**src/rtl/btr_pkg.sv**
```systemverilog
`timescale 1ns/1ps
package btr_pkg;

  typedef enum logic [1:0] {
    EV_BRANCH = 2'd0,
    EV_EXC    = 2'd1,
    EV_DBG    = 2'd2,
    EV_RET    = 2'd3
  } ev_kind_e;

  // One captured flow change; aux is used only by exception return
  typedef struct packed {
    ev_kind_e    kind;
    logic        s;
    logic [31:0] src;
    logic [31:0] dst;
    logic [31:0] aux;
  } ev_t;

  typedef struct packed {
    logic [31:0] w_src;
    logic [31:0] w_dst;
  } pkt_t;

  function automatic logic [31:0] pack_addr(logic [31:0] addr, logic flag);
    return {addr[31:1], flag};
  endfunction

  function automatic logic async_origin(ev_kind_e k);
    return (k == EV_EXC) || (k == EV_DBG);
  endfunction

  function automatic pkt_t first_pkt(ev_t e);
    pkt_t p;
    p.w_src = pack_addr(e.src, async_origin(e.kind));
    p.w_dst = pack_addr(e.dst, e.s);
    return p;
  endfunction

  // Second half of an exception return: return code -> resume point
  function automatic pkt_t second_pkt(ev_t e);
    pkt_t p;
    p.w_src = pack_addr(e.dst, 1'b1);
    p.w_dst = pack_addr(e.aux, 1'b0);
    return p;
  endfunction

endpackage

```
**src/rtl/btr_event_sel.sv**
```systemverilog
`timescale 1ns/1ps
module btr_event_sel
  import btr_pkg::*;
(
  input  logic        trace_en,
  input  logic        s_arm,
  input  logic [31:0] pc_cur,
  input  logic [31:0] pc_next,
  input  logic        br_taken,
  input  logic        exc_entry,
  input  logic        dbg_pc_wr,
  input  logic        exc_ret,
  input  logic [31:0] exc_ret_val,
  input  logic [31:0] exc_resume,
  output logic        ev_v,
  output ev_t         ev
);

  logic any_strobe;
  assign any_strobe = br_taken | exc_entry | dbg_pc_wr | exc_ret;
  assign ev_v       = trace_en & any_strobe;

  // Fixed priority: return, exception entry, debug write, branch
  always_comb begin
    ev.s   = s_arm;
    ev.src = pc_cur;
    ev.dst = pc_next;
    ev.aux = 32'h0;
    if (exc_ret) begin
      ev.kind = EV_RET;
      ev.dst  = exc_ret_val;
      ev.aux  = exc_resume;
    end else if (exc_entry) begin
      ev.kind = EV_EXC;
    end else if (dbg_pc_wr) begin
      ev.kind = EV_DBG;
    end else begin
      ev.kind = EV_BRANCH;
    end
  end

endmodule

```
**src/rtl/btr_seq.sv**
```systemverilog
`timescale 1ns/1ps
module btr_seq
  import btr_pkg::*;
(
  input  logic        clk,
  input  logic        rst_n,
  input  logic        trace_en,
  input  logic        ev_v,
  input  ev_t         ev_in,
  output logic        s_arm,
  output logic        busy,
  output logic        phase,
  output logic        done,
  output logic [31:0] word
);

  logic busy_q, phase_q, sec_v_q, pend_v_q, s_arm_q;
  pkt_t cur_q, sec_q;
  ev_t  pend_q;

  // Named internal events
  logic free, ld_sec, ld_pend, ld_new, st_pend, ld_any, ld_ret, keep;
  ev_t  ld_ev;

  assign free    = !busy_q || phase_q;
  assign ld_sec  = free && sec_v_q;
  assign ld_pend = free && !sec_v_q && pend_v_q;
  assign ld_new  = free && !sec_v_q && !pend_v_q && ev_v;
  assign st_pend = ev_v && !ld_new && (!pend_v_q || ld_pend);
  assign keep    = ld_new || st_pend;
  assign ld_any  = ld_sec || ld_pend || ld_new;
  assign ld_ev   = ld_pend ? pend_q : ev_in;
  assign ld_ret  = (ld_pend || ld_new) && (ld_ev.kind == EV_RET);

  always_ff @(posedge clk or negedge rst_n) begin
    if (!rst_n) begin
      busy_q   <= 1'b0;
      phase_q  <= 1'b0;
      sec_v_q  <= 1'b0;
      pend_v_q <= 1'b0;
      s_arm_q  <= 1'b1;
      cur_q    <= '0;
      sec_q    <= '0;
      pend_q   <= '0;
    end else begin
      if (ld_any) begin
        busy_q  <= 1'b1;
        phase_q <= 1'b0;
        cur_q   <= ld_sec ? sec_q : first_pkt(ld_ev);
      end else if (busy_q && phase_q) begin
        busy_q  <= 1'b0;
        phase_q <= 1'b0;
      end else if (busy_q) begin
        phase_q <= 1'b1;
      end

      if (ld_sec)      sec_v_q <= 1'b0;
      else if (ld_ret) sec_v_q <= 1'b1;
      if (ld_ret)      sec_q   <= second_pkt(ld_ev);

      if (st_pend)      pend_v_q <= 1'b1;
      else if (ld_pend) pend_v_q <= 1'b0;
      if (st_pend)      pend_q   <= ev_in;

      if (!trace_en)   s_arm_q <= 1'b1;
      else if (keep)   s_arm_q <= 1'b0;
    end
  end

  assign s_arm = s_arm_q;
  assign busy  = busy_q;
  assign phase = phase_q;
  assign done  = busy_q && phase_q;
  assign word  = phase_q ? cur_q.w_dst : cur_q.w_src;


  src_dst_pair_chk: assert property (@(posedge clk) disable iff (!rst_n)
    (busy_q && !phase_q) |=> (busy_q && phase_q));


  exc_a_flag_chk: assert property (@(posedge clk) disable iff (!rst_n)
    ((ld_new || ld_pend) && async_origin(ld_ev.kind)) |=> word[0]);


  ret_second_chk: assert property (@(posedge clk) disable iff (!rst_n)
    ld_ret |=> ##2 (busy_q && !phase_q && word[0]));


  pend_busy_chk: assert property (@(posedge clk) disable iff (!rst_n)
    pend_v_q |-> busy_q);


  quiet_chk: assert property (@(posedge clk) disable iff (!rst_n)
    (!trace_en && !busy_q && !pend_v_q && !sec_v_q) |=> !busy_q);

endmodule

```
**src/rtl/btr_ptr.sv**
```systemverilog
`timescale 1ns/1ps
module btr_ptr #(
  parameter int AW = 6
) (
  input  logic          clk,
  input  logic          rst_n,
  input  logic          adv,
  output logic [AW-1:0] ptr
);

  localparam logic [AW-1:0] STEP = AW'(2);

  function automatic logic [AW-1:0] next_ptr(logic [AW-1:0] p);
    return p + STEP;
  endfunction

  logic [AW-1:0] ptr_q;

  always_ff @(posedge clk or negedge rst_n) begin
    if (!rst_n)   ptr_q <= '0;
    else if (adv) ptr_q <= next_ptr(ptr_q);
  end

  assign ptr = ptr_q;


  ptr_step_chk: assert property (@(posedge clk) disable iff (!rst_n)
    adv |=> (ptr_q == $past(ptr_q) + STEP));


  ptr_hold_chk: assert property (@(posedge clk) disable iff (!rst_n)
    !adv |=> $stable(ptr_q));

endmodule

```
**src/rtl/branch_trace_recorder.sv**
```systemverilog
`timescale 1ns/1ps
module branch_trace_recorder
  import btr_pkg::*;
#(
  parameter int DEPTH_WORDS = 64,
  localparam int AW = $clog2(DEPTH_WORDS)
) (
  input  logic          clk,
  input  logic          rst_n,
  input  logic          trace_en,
  input  logic [31:0]   pc_cur,
  input  logic [31:0]   pc_next,
  input  logic          br_taken,
  input  logic          exc_entry,
  input  logic          dbg_pc_wr,
  input  logic          exc_ret,
  input  logic [31:0]   exc_ret_val,
  input  logic [31:0]   exc_resume,
  output logic          mem_we,
  output logic [AW-1:0] mem_addr,
  output logic [31:0]   mem_wdata
);

  logic          ev_v, s_arm, busy, phase, done;
  ev_t           ev;
  logic [31:0]   word;
  logic [AW-1:0] ptr;

  btr_event_sel u_sel (
    .trace_en    (trace_en),
    .s_arm       (s_arm),
    .pc_cur      (pc_cur),
    .pc_next     (pc_next),
    .br_taken    (br_taken),
    .exc_entry   (exc_entry),
    .dbg_pc_wr   (dbg_pc_wr),
    .exc_ret     (exc_ret),
    .exc_ret_val (exc_ret_val),
    .exc_resume  (exc_resume),
    .ev_v        (ev_v),
    .ev          (ev)
  );

  btr_seq u_seq (
    .clk      (clk),
    .rst_n    (rst_n),
    .trace_en (trace_en),
    .ev_v     (ev_v),
    .ev_in    (ev),
    .s_arm    (s_arm),
    .busy     (busy),
    .phase    (phase),
    .done     (done),
    .word     (word)
  );

  btr_ptr #(.AW(AW)) u_ptr (
    .clk   (clk),
    .rst_n (rst_n),
    .adv   (done),
    .ptr   (ptr)
  );

  assign mem_we    = busy;
  assign mem_addr  = ptr | AW'(phase);
  assign mem_wdata = word;


  odd_follows_even_chk: assert property (@(posedge clk) disable iff (!rst_n)
    (mem_we && !mem_addr[0]) |=> (mem_we && mem_addr == $past(mem_addr) + AW'(1)));

endmodule

```
**config.mk**
```make
export PLATFORM = sky130hd
export DESIGN_NAME = branch_trace_recorder
export DESIGN_NICKNAME = d
export VERILOG_FILES = /design/src/rtl/btr_pkg.sv /design/src/rtl/btr_event_sel.sv /design/src/rtl/btr_seq.sv /design/src/rtl/btr_ptr.sv /design/src/rtl/branch_trace_recorder.sv
export SDC_FILE = /design/constraint.sdc
export NUM_CORES = 1
export LEC_CHECK = 0
export ABC_CLOCK_PERIOD_IN_PS = 9000
export BUFFER_PORTS_ARGS = -buffer_cell sky130_fd_sc_hd__buf_2
export CAP_MARGIN = 30
export CORE_MARGIN = 1.5
export CORE_UTILIZATION = 62
export DETAILED_ROUTE_END_ITERATION = 7
export PLACE_DENSITY = 0.89
export SLEW_MARGIN = 20
export SYNTH_ARGS = -nofsm -noshare
export SYNTH_HDL_FRONTEND = slang
export SYNTH_HIERARCHICAL = 1
export SYNTH_SLANG_ARGS = --single-unit
export TNS_END_PERCENT = 20
```
**constraint.sdc**
```tcl
create_clock -name clk -period 9 [get_ports clk]
set_clock_uncertainty 0.15 [all_clocks]
set_input_delay 0.9 -clock clk [delete_from_list [all_inputs] [get_ports clk]]
set_output_delay 0.9 -clock clk [all_outputs]
set_load 0.01 [all_outputs]
```
==> results of run 1 <==
-- per-layer routing --
metal,part of all wire,global-route usage,up-vias
met5,0.00048,0,-
met4,0.030,0.108,2
met3,0.057,0.0444,60
met2,0.50,0.469,301
met1,0.41,0.368,3998
li1,-,-,3505
-- cells in the final DEF (no fill, tap or decap), drive strengths merged --
cell type,count
diode,2
dfstp,1
o22ai,26
nor2,31
or2,4
nand4,2
nand2,28
inv,28
a21o,4
o21ai,39
o21a,5
a21oi,47
xor2,1
mux2,238
nand2b,2
o22a,4
and2,32
nand3,2
ha,2
nor2b,14
a22oi,30
conb,1
xnor2,3
dfrtp,232
bufinv,2
clkinvlp,1
a21bo,1
and3,2
a31oi,3
clkinv,5
or3,1
clkbuf,34
o31a,1
buf,185
mux2i,48
a22o,5
a221oi,1
-- area by class of cell --
type | count | area [µm²] | area share
Timing Repair Buffer | 185 | 1130 | 0.0855
Multi-Input combinational cell | 577 | 5030 | 0.381
Tap cell | 229 | 287 | 0.0217
Sequential cell | 233 | 5830 | 0.442
Antenna cell | 2 | 5.00 | 0.000379
Inverter | 28 | 105 | 0.00797
Clock buffer | 34 | 709 | 0.0538
Clock inverter | 8 | 92.6 | 0.00702
-- power by group through the flow --
stage          clock network, mW  registers [mW]  logic [mW]
6_report                    1.00            1.89        2.26
5_1_grt                     1.06            1.94        2.43
4_1_cts                     1.02            1.89        2.22
3_5_place_dp                   0            1.90        2.20
3_3_place_gp                   0            1.88        2.02
2_1_floorplan                  0            1.76        1.68
-- worst min-delay path by stage --
stage / start / slack, ps / endpoint
3_3_place_gp: u_seq/sec_q[32]$_DFFE_PN0P_ / 300 / u_seq/sec_q[32]$_DFFE_PN0P_
6_report: rst_n / 240 / u_seq/pend_q[26]$_DFFE_PN0P_
2_1_floorplan: u_seq/sec_q[32]$_DFFE_PN0P_ / 290 / u_seq/sec_q[32]$_DFFE_PN0P_
3_5_place_dp: u_seq/sec_q[32]$_DFFE_PN0P_ / 310 / u_seq/sec_q[32]$_DFFE_PN0P_
5_1_grt: rst_n / 280 / u_seq/pend_q[24]$_DFFE_PN0P_
4_1_cts: rst_n / 260 / u_seq/sec_q[55]$_DFFE_PN0P_
-- stage by stage --
step / hold slack, ps / utilization
final: 236 / 0.729
after floorplan: 290 / -
after global placement: 303 / 0.673
after detailed placement: 309 / 0.683
after global routing: 280 / 0.729
after CTS: 259 / 0.727
-- registers in the layout, summed over array words and instances, names as in the netlist --
| register | count |
|---|---|
| u_seq/phase | 1 |
| u_seq/sec_q | 63 |
| u_seq/cur_q | 64 |
| u_seq/busy | 1 |
| u_seq/sec_v_q | 1 |
| u_seq/pend_v_q | 1 |
| u_ptr/ptr | 5 |
| u_seq/pend_q | 96 |
| u_seq/s_arm | 1 |
==> impl_metrics.yaml, run 1 <==
clock_network:
  htreeDepth: 1
  cts_hold_buffers: 0
  cts.repair_timing.setup_buffer_count: 0
  cts_sinks: 233
  insertion_delay_ps: 510
  root_buffer: "clkbuf_16"
  post_cts_resized: 0
  clk_pin_slew_ps: 60
  cts_buffers: 24
  cts_buffer_depth: 3
  cts_tree: "done"
global_route:
  grt_max_degree: 90
  grt_overflow: 0
  antenna_found_initial: 3
  grt_usage: 0.280
  grt_pass1_wl_um: 43300
  grt_pass1_vias: 8325
finish:
  instances_no_fill: 1296
  drive_gt1_frac: 0.446
  area_delta_synth_final_pct: 14.4
  stdcell_area_um2: 13200
  nets: 1186
  nFillCells: 1196
timing:
  finalHoldViolations: 0
  fmax_mhz: 228
  report.final.setup_viol: 0
  layout_min_cycle_time_ps: 4390
  rsz0062_at_grt: "no"
  setup_tns_ps: 0
  max_slew_margin: 0.353
  finalMaxSlewViolations: 0
  period_share: 0.488
  tightest_slew_ps: 968
  fin_ws_ps: 4610
floorplanning:
  rows: 49
  die_x_um: 139
  io_pins: 174
  coreArea_um2: 18100
  dieArea_um2: 19400
  initial_utilization: 0.637
  die_h_um: 139
worst_setup_path:
  reg2reg_to: "u_seq/sec_q[5]$_DFFE_PN0P_"
  crit_buf_inv: 3
  cp.arrival_ps: 4630
  slowest_delay_ps: 850
  path_class: "input port to register"
  critPathLaunchType: "input port"
  critical_path_required_ps: 9240
  rr_worst_depth: 8
  cp-endpoint: "u_seq/pend_q[22]$_DFFE_PN0P_"
  critPathTopFamily: "buffers and inverters"
  startpoint: "exc_ret"
  cp_common_cell: "buf_4"
  crit_fanout: 64
  worst-path-stages: 7
  end_kind: "register"
  rr_startpoint: "u_seq/phase$_DFFE_PN0P_"
  path_cells: "buf_2 -> buf_4 -> or2_1 -> o31a_2 -> and3_4 -> buf_4 -> mux2_2"
  reg2reg_slack_ps: 4990
  crit_slowest_cell: "and3_4"
route:
  post-route-drc-count: 12
  drt_pre_antenna_iters: 7
  routedWlPerCell_um: 21.0
  ant_nets: 0
  finalWirelength_um: 27200
  drtIter0Drc: 477
  vias: 7866
  vias_per_cell: 6.07
yosys:
  netlist_area_um2: 11500
  synth_nets: 1074
  syn_area_per_cell_um2: 12.3
  syn_inst: 937
  ys.warnings.count: 6
worst_hold_path:
  min_path_type: "input port to async pin"
power_and_ir_drop:
  combPwrFrac: 0.439
  static-leakage-power_nw: 6.15
  seqPwrFrac: 0.366
  internal-power_mw: 3.31
  clockPowerShare: 0.195
  p_sw_frac: 0.358
  power_mw: 5.16
  ir_drop_mv: 0.213
  p_per_area_nw_per_um2: 391
  switchingPower_mw: 1.84
status:
  violations: "design-rule violations"
  status: "complete, but fails checks"
placed_design:
  dpl.hpwl_um: 17100
  dpl_cell_area_um2: 12400
  port-buffer-count: 169
  dpl.cell_count: 1251
  dp_slack_ps: 4120
  place.gp.congestion: 0.762
flow_run:
  maxCapViolations: 0
No activity file was read; power rests on OpenSTA's default activity.
==> run 2: changes to the inputs <==
--- a/config.mk
+++ b/config.mk
@@ -5,13 +5,13 @@
 export SDC_FILE = /design/constraint.sdc
 export NUM_CORES = 1
 export LEC_CHECK = 0
-export ABC_CLOCK_PERIOD_IN_PS = 9000
+export ABC_CLOCK_PERIOD_IN_PS = 4100
 export BUFFER_PORTS_ARGS = -buffer_cell sky130_fd_sc_hd__buf_2
 export CAP_MARGIN = 30
 export CORE_MARGIN = 1.5
-export CORE_UTILIZATION = 62
+export CORE_UTILIZATION = 57
 export DETAILED_ROUTE_END_ITERATION = 7
-export PLACE_DENSITY = 0.89
+export PLACE_DENSITY = 0.83
 export SLEW_MARGIN = 20
 export SYNTH_ARGS = -nofsm -noshare
 export SYNTH_HDL_FRONTEND = slang
==> constraint.sdc (replaced) <==
create_clock -name clk -period 4.1 [get_ports clk]
set_clock_uncertainty 0.15 [all_clocks]
set_input_delay 0.41 -clock clk [delete_from_list [all_inputs] [get_ports clk]]
set_output_delay 0.41 -clock clk [all_outputs]
set_load 0.01 [all_outputs]
==> run 2 against run 1 <==
  * The flow now finishes without violations
  * Die area up 8.6%
  * Sequential power up 110%
  * Via count down 2.0%
  * Cell area up 1.8%
  * Worst setup slack worse by 3600 ps
  * Routed wire length up 0.26%
  * Non-clock buffer count up 24
  * Core utilization down 4.6 points
  * Final cell count up 4.7%
  * Register-to-register slack worse by 4000 ps
  * Sequential share of layout area down 0.79 points
  * Critical endpoint is now u_seq/pend_q[15]$_DFFE_PN0P_
  * Combinational power up 120%
==> impl_metrics.yaml, run 2 (synthesis results as in run 1) <==
status:
  status: "finished, final reports clean"
clock_network:
  cts.repair_timing.setup_buffer_count: 0
  insertion_delay_ps: 510
  cts_buffers: 24
  root_buffer: "clkbuf_16"
  cts_hold_buffers: 18
  cts_sinks: 233
  clk_pin_slew_ps: 70
  cts_buffer_depth: 3
  htreeDepth: 1
  post_cts_resized: 0
  cts_tree: "done"
worst_hold_path:
  min_path_type: "input port to register"
  holdPathStages: 2
route:
  finalWirelength_um: 27200
  post-route-drc-count: 0
  vias: 7705
  routedWlPerCell_um: 20.1
  ant_nets: 0
  drtIter0Drc: 466
  drt_pre_antenna_iters: 7
  vias_per_cell: 5.68
finish:
  nFillCells: 1446
  area_delta_synth_final_pct: 16.5
  register_area_um2: 5830
  final_common_cell: "dfrtp_1"
  largest_register: "u_seq/pend_q"
  drive_gt1_frac: 0.441
  layout_common_cells: "230 x dfrtp_1, 198 x mux2_2, 168 x buf_2"
  multi_input_area_um2: 5030
  nets: 1210
  largest_reg_flops: 96
  top_regs: "u_seq/pend_q x96, u_seq/cur_q x64, u_seq/sec_q x63"
global_route:
  grt_usage: 0.262
  grt_max_degree: 138
  grt_pass1_vias: 8298
  grt_overflow: 0
  grt_pass1_wl_um: 44400
  antenna_found_initial: 1
timing:
  tightest_slew_ps: 759
  report.final.setup_viol: 0
  finalHoldViolations: 0
  rsz0062_at_grt: "no"
  hold_slack_ps: 22.4
  fin_ws_ps: 1030
  fmax_mhz: 326
  period_share: 0.749
  setup_tns_ps: 0
  max_slew_margin: 0.492
  finalMaxSlewViolations: 0
  layout_min_cycle_time_ps: 3070
worst_setup_path:
  reg2reg_slack_ps: 1030
  crit_fanout: 36
  cp.arrival_ps: 3310
  rr_worst_depth: 6
  end_kind: "register"
  critical_path_required_ps: 4340
  cp_common_cell: "buf_4"
  crit_slowest_cell: "and3_4"
  path_class: "register to register"
  critPathLaunchType: "register"
  path_cells: "buf_4 -> nor2b_2 -> o21ai_0 -> and3_4 -> buf_4 -> mux2_2"
  slowest_delay_ps: 690
floorplanning:
  io_pins: 174
  die_h_um: 145
  rows: 51
  dieArea_um2: 21100
  coreArea_um2: 19700
  die_x_um: 145
  initial_utilization: 0.587
placed_design:
  dpl.hpwl_um: 17500
  dp_slack_ps: 1060
  place.gp.congestion: 0.787
  port-buffer-count: 169
power_and_ir_drop:
  ir_drop_mv: 0.530
  p_per_area_nw_per_um2: 839
  static-leakage-power_nw: 6.24
flow_run:
  maxCapViolations: 0
[run 2: cell types whose count changed in the layout (fill, tap and decap cells not counted), sizes merged]
cell | before | now
clkinvlp | 1 | 0
clkbuf | 34 | 37
bufinv | 2 | 1
dlygate4sd3 | 0 | 18
buf | 185 | 191
clkinv | 5 | 6
diode | 2 | 1
[run 2: cell type report]
| type | instances | share of cell area |
|---|---|---|
| antenna | 1 | 0.000186 |
| clock buffer | 37 | 0.0552 |
| clock inverter | 7 | 0.00447 |
| inverter | 28 | 0.00783 |
| multi-input combinational | 577 | 0.374 |
| sequential | 233 | 0.434 |
| tap | 265 | 0.0247 |
| timing repair buffer | 209 | 0.0988 |
[run 2: final timing paths]
path	startpoint	to
min	pc_cur[25]	u_seq/pend_q[89]$_DFFE_PN0P_
max	u_seq/phase$_DFFE_PN0P_	u_seq/pend_q[15]$_DFFE_PN0P_
max reg2reg	u_seq/phase$_DFFE_PN0P_	u_seq/pend_q[15]$_DFFE_PN0P_
max in group asynchronous	rst_n	u_seq/pend_q[3]$_DFFE_PN0P_
min in group asynchronous	rst_n	u_seq/pend_q[57]$_DFFE_PN0P_
min reg2reg	u_ptr/ptr[5]$_DFFE_PN0P_	u_ptr/ptr[5]$_DFFE_PN0P_
[run 2: stage by stage]
step / area [µm²] / power [mW] / instances / util
final: 13400 / 11.3 / 1357 / 0.683
after global routing: 13400 / 11.9 / 1356 / 0.683
after CTS: 13400 / 11.3 / 1355 / 0.682
after detailed placement: 12400 / 9.02 / 1293 / 0.632
after global placement: 12300 / 8.68 / 1289 / 0.628
after floorplan: 11500 / 7.55 / 937 / -
[run 2: power by group]
part	switching, mW	internal (mW)
Clock	0.876	1.30
Sequential	0.612	3.44
Combinational	2.55	2.49
Total	4.04	7.23
[run 2: metal layers]
metal  wire length [µm]  track usage  up-vias
met5                  0            0        -
met4                672       0.0786        0
met3               1640       0.0475       47
met2              13300        0.437      271
met1              11600        0.350     3845
li1                   -            -     3542
[run 2: critical path, delay by kind of cell (launching register included)]
kind,cells,cell delay (ps)
simple gates,2,880
buf+inv,2,830
mux,1,370
flops,1,360
compound gates,1,340
==> run 3: changes to the inputs <==
--- a/config.mk
+++ b/config.mk
@@ -5,13 +5,14 @@
 export SDC_FILE = /design/constraint.sdc
 export NUM_CORES = 1
 export LEC_CHECK = 0
-export ABC_CLOCK_PERIOD_IN_PS = 4100
+export ABC_AREA = 1
+export ABC_CLOCK_PERIOD_IN_PS = 3150
 export BUFFER_PORTS_ARGS = -buffer_cell sky130_fd_sc_hd__buf_2
 export CAP_MARGIN = 30
 export CORE_MARGIN = 1.5
-export CORE_UTILIZATION = 57
+export CORE_UTILIZATION = 58
 export DETAILED_ROUTE_END_ITERATION = 7
-export PLACE_DENSITY = 0.83
+export PLACE_DENSITY = 0.84
 export SLEW_MARGIN = 20
 export SYNTH_ARGS = -nofsm -noshare
 export SYNTH_HDL_FRONTEND = slang
==> constraint.sdc (replaced) <==
create_clock -name clk -period 3.15 [get_ports clk]
set_clock_uncertainty 0.15 [all_clocks]
set_input_delay 0.315 -clock clk [delete_from_list [all_inputs] [get_ports clk]]
set_output_delay 0.315 -clock clk [all_outputs]
set_load 0.01 [all_outputs]
==> run 3 against run 2 <==
  * First-iteration DRC count rose to 2.9 times the previous value
  * Area after synthesis rose by 4.1%
  * Final cell count rose by 53%
  * Combinational power rose by 30%
==> impl_metrics.yaml, run 3 <==
route:
  post-route-drc-count: 0
  drt_pre_antenna_iters: 8
  vias_per_cell: 5.50
  ant_nets: 0
  routedWlPerCell_um: 16.2
  drtIter0Drc: 1372
  vias: 11400
  finalWirelength_um: 33600
timing:
  layout_min_cycle_time_ps: 2710
  report.final.setup_viol: 0
  setup_tns_ps: 0
  rsz0062_at_grt: "no"
  finalMaxSlewViolations: 0
  hold_slack_ps: 3.15
  fmax_mhz: 369
  max_slew_margin: 0.466
  tightest_slew_ps: 800
  period_share: 0.859
  finalHoldViolations: 0
worst_setup_path:
  rr_worst_depth: 8
  critPathTopFamily: "simple AND/OR/NAND/NOR gates"
  slowest_delay_ps: 630
  crit_slowest_cell: "buf_4"
  critical_path_required_ps: 3340
  end_kind: "register"
  reg2reg_slack_ps: 440
  reg2reg_to: "u_seq/sec_q[51]$_DFFE_PN0P_"
  crit_buf_inv: 1
  rr_startpoint: "u_seq/busy$_DFFE_PN0P_"
  cp.arrival_ps: 2900
  path_class: "register to register"
  crit_fanout: 75
  critPathLaunchType: "register"
  path_cells: "nand2_4 -> nand3_4 -> nor2_1 -> a21oi_1 -> ha_1 -> nand3_2 -> buf_4 -> o21ai_0"
clock_network:
  insertion_delay_ps: 510
  root_buffer: "clkbuf_16"
  htreeDepth: 1
  cts_buffers: 25
  clk_pin_slew_ps: 60
  cts.repair_timing.setup_buffer_count: 0
  cts_sinks: 233
  cts_buffer_depth: 3
  cts_tree: "done"
floorplanning:
  io_pins: 174
  die_x_um: 147
  dieArea_um2: 21600
  initial_utilization: 0.593
  rows: 52
  coreArea_um2: 20200
  die_h_um: 147
global_route:
  grt_pass1_wl_um: 54800
  grt_pass1_vias: 10900
  grt_overflow: 0
  grt_usage: 0.315
  antenna_found_initial: 0
  grt_max_degree: 90
yosys:
  synth_nets: 1790
  ys.warnings.count: 6
  syn_inst: 1653
  netlist_area_um2: 12000
  syn_area_per_cell_um2: 7.26
finish:
  area_delta_synth_final_pct: 17.4
  top_regs: "u_seq/pend_q x96, u_seq/cur_q x64, u_seq/sec_q x63"
  nets: 1925
  diodes: 0
  utilization: 0.696
  layout_common_cells: "708 x nand2_1, 231 x dfrtp_1, 168 x buf_2"
  drive_gt1_frac: 0.143
  largest_reg_flops: 96
  final_common_cell: "nand2_1"
  largest_register: "u_seq/pend_q"
worst_hold_path:
  min_path_type: "input port to register"
  worstHoldStart: "pc_next[13]"
  hold-path-endpoint: "u_seq/pend_q[45]$_DFFE_PN0P_"
  holdPathStages: 5
flow_run:
  maxCapViolations: 0
power_and_ir_drop:
  p_per_area_nw_per_um2: 1070
  ir_drop_mv: 1.08
  static-leakage-power_nw: 7.86
placed_design:
  dpl.hpwl_um: 20600
  port-buffer-count: 169
  place.gp.congestion: 0.860
status:
  status: "finished, final reports clean"
==> run 3: final cells by class <==
class | count | area [µm²]
flip-flops and latches | 233 | 5830
well taps | 270 | 338
repair buffers | 245 | 1580
inverters | 117 | 442
clock inverters | 16 | 258
multi-input cells | 1166 | 4970
fillers | 1586 | 6140
clock buffers | 29 | 671
==> run 3: where the power goes <==
part / switching [mW] / internal (mW) / leakage, nW
sequential: 0.796 / 4.41 / 2.91
combinational: 4.52 / 2.03 / 4.49
clock: 1.19 / 2.09 / 0.461
==> run 3: stage by stage <==
step | instances | setup WS (ps) | area (µm²) | total power [mW]
3_5_place_dp | 1981 | 486 | 12700 | 11.5
2_1_floorplan | 1653 | 835 | 12000 | 9.61
6_report | 2076 | 444 | 14100 | 15.0
3_3_place_gp | 1981 | 565 | 12700 | 11.3
4_1_cts | 2076 | 496 | 14100 | 14.9
5_1_grt | 2076 | 298 | 14100 | 16.1
==> run 3: timing repair <==
| action | 4_1_cts | 5_1_grt |
|---|---|---|
| gates resized for setup | 0 | 0 |
| endpoints found under the hold margin | 154 | 0 |
| hold buffers | 50 | 0 |
==> run 3: how the worst max path moves through the flow <==
stage | endpoint | startpoint | depth (start not counted) | slack (ps)
2_1_floorplan | u_seq/sec_q[50]$_DFFE_PN0P_ | u_seq/phase$_DFFE_PN0P_ | 13 | 830
3_3_place_gp | u_seq/sec_q[63]$_DFFE_PN0P_ | exc_ret | 9 | 570
3_5_place_dp | u_seq/sec_q[63]$_DFFE_PN0P_ | exc_ret | 10 | 490
4_1_cts | u_seq/sec_q[63]$_DFFE_PN0P_ | u_seq/busy$_DFFE_PN0P_ | 9 | 500
5_1_grt | u_seq/sec_q[63]$_DFFE_PN0P_ | u_seq/busy$_DFFE_PN0P_ | 9 | 300
6_report | u_seq/sec_q[51]$_DFFE_PN0P_ | u_seq/busy$_DFFE_PN0P_ | 8 | 440
==> run 3: routing by layer <==
layer  share of wire  vias up  GRT usage  wire length, µm
li1                -     5379          -                -
met1            0.40     5279      0.436            13600
met2            0.46      668      0.501            15500
met3           0.097       89     0.0506             3240
met4           0.038        0      0.127             1270
met5               0        -          0                0
==> run 3: worst min-delay path: stages <==
cell,delay [ps]
buf_2,70
nand2_1,50
nand2_1,70
nand3_1,70
nand2_1,60
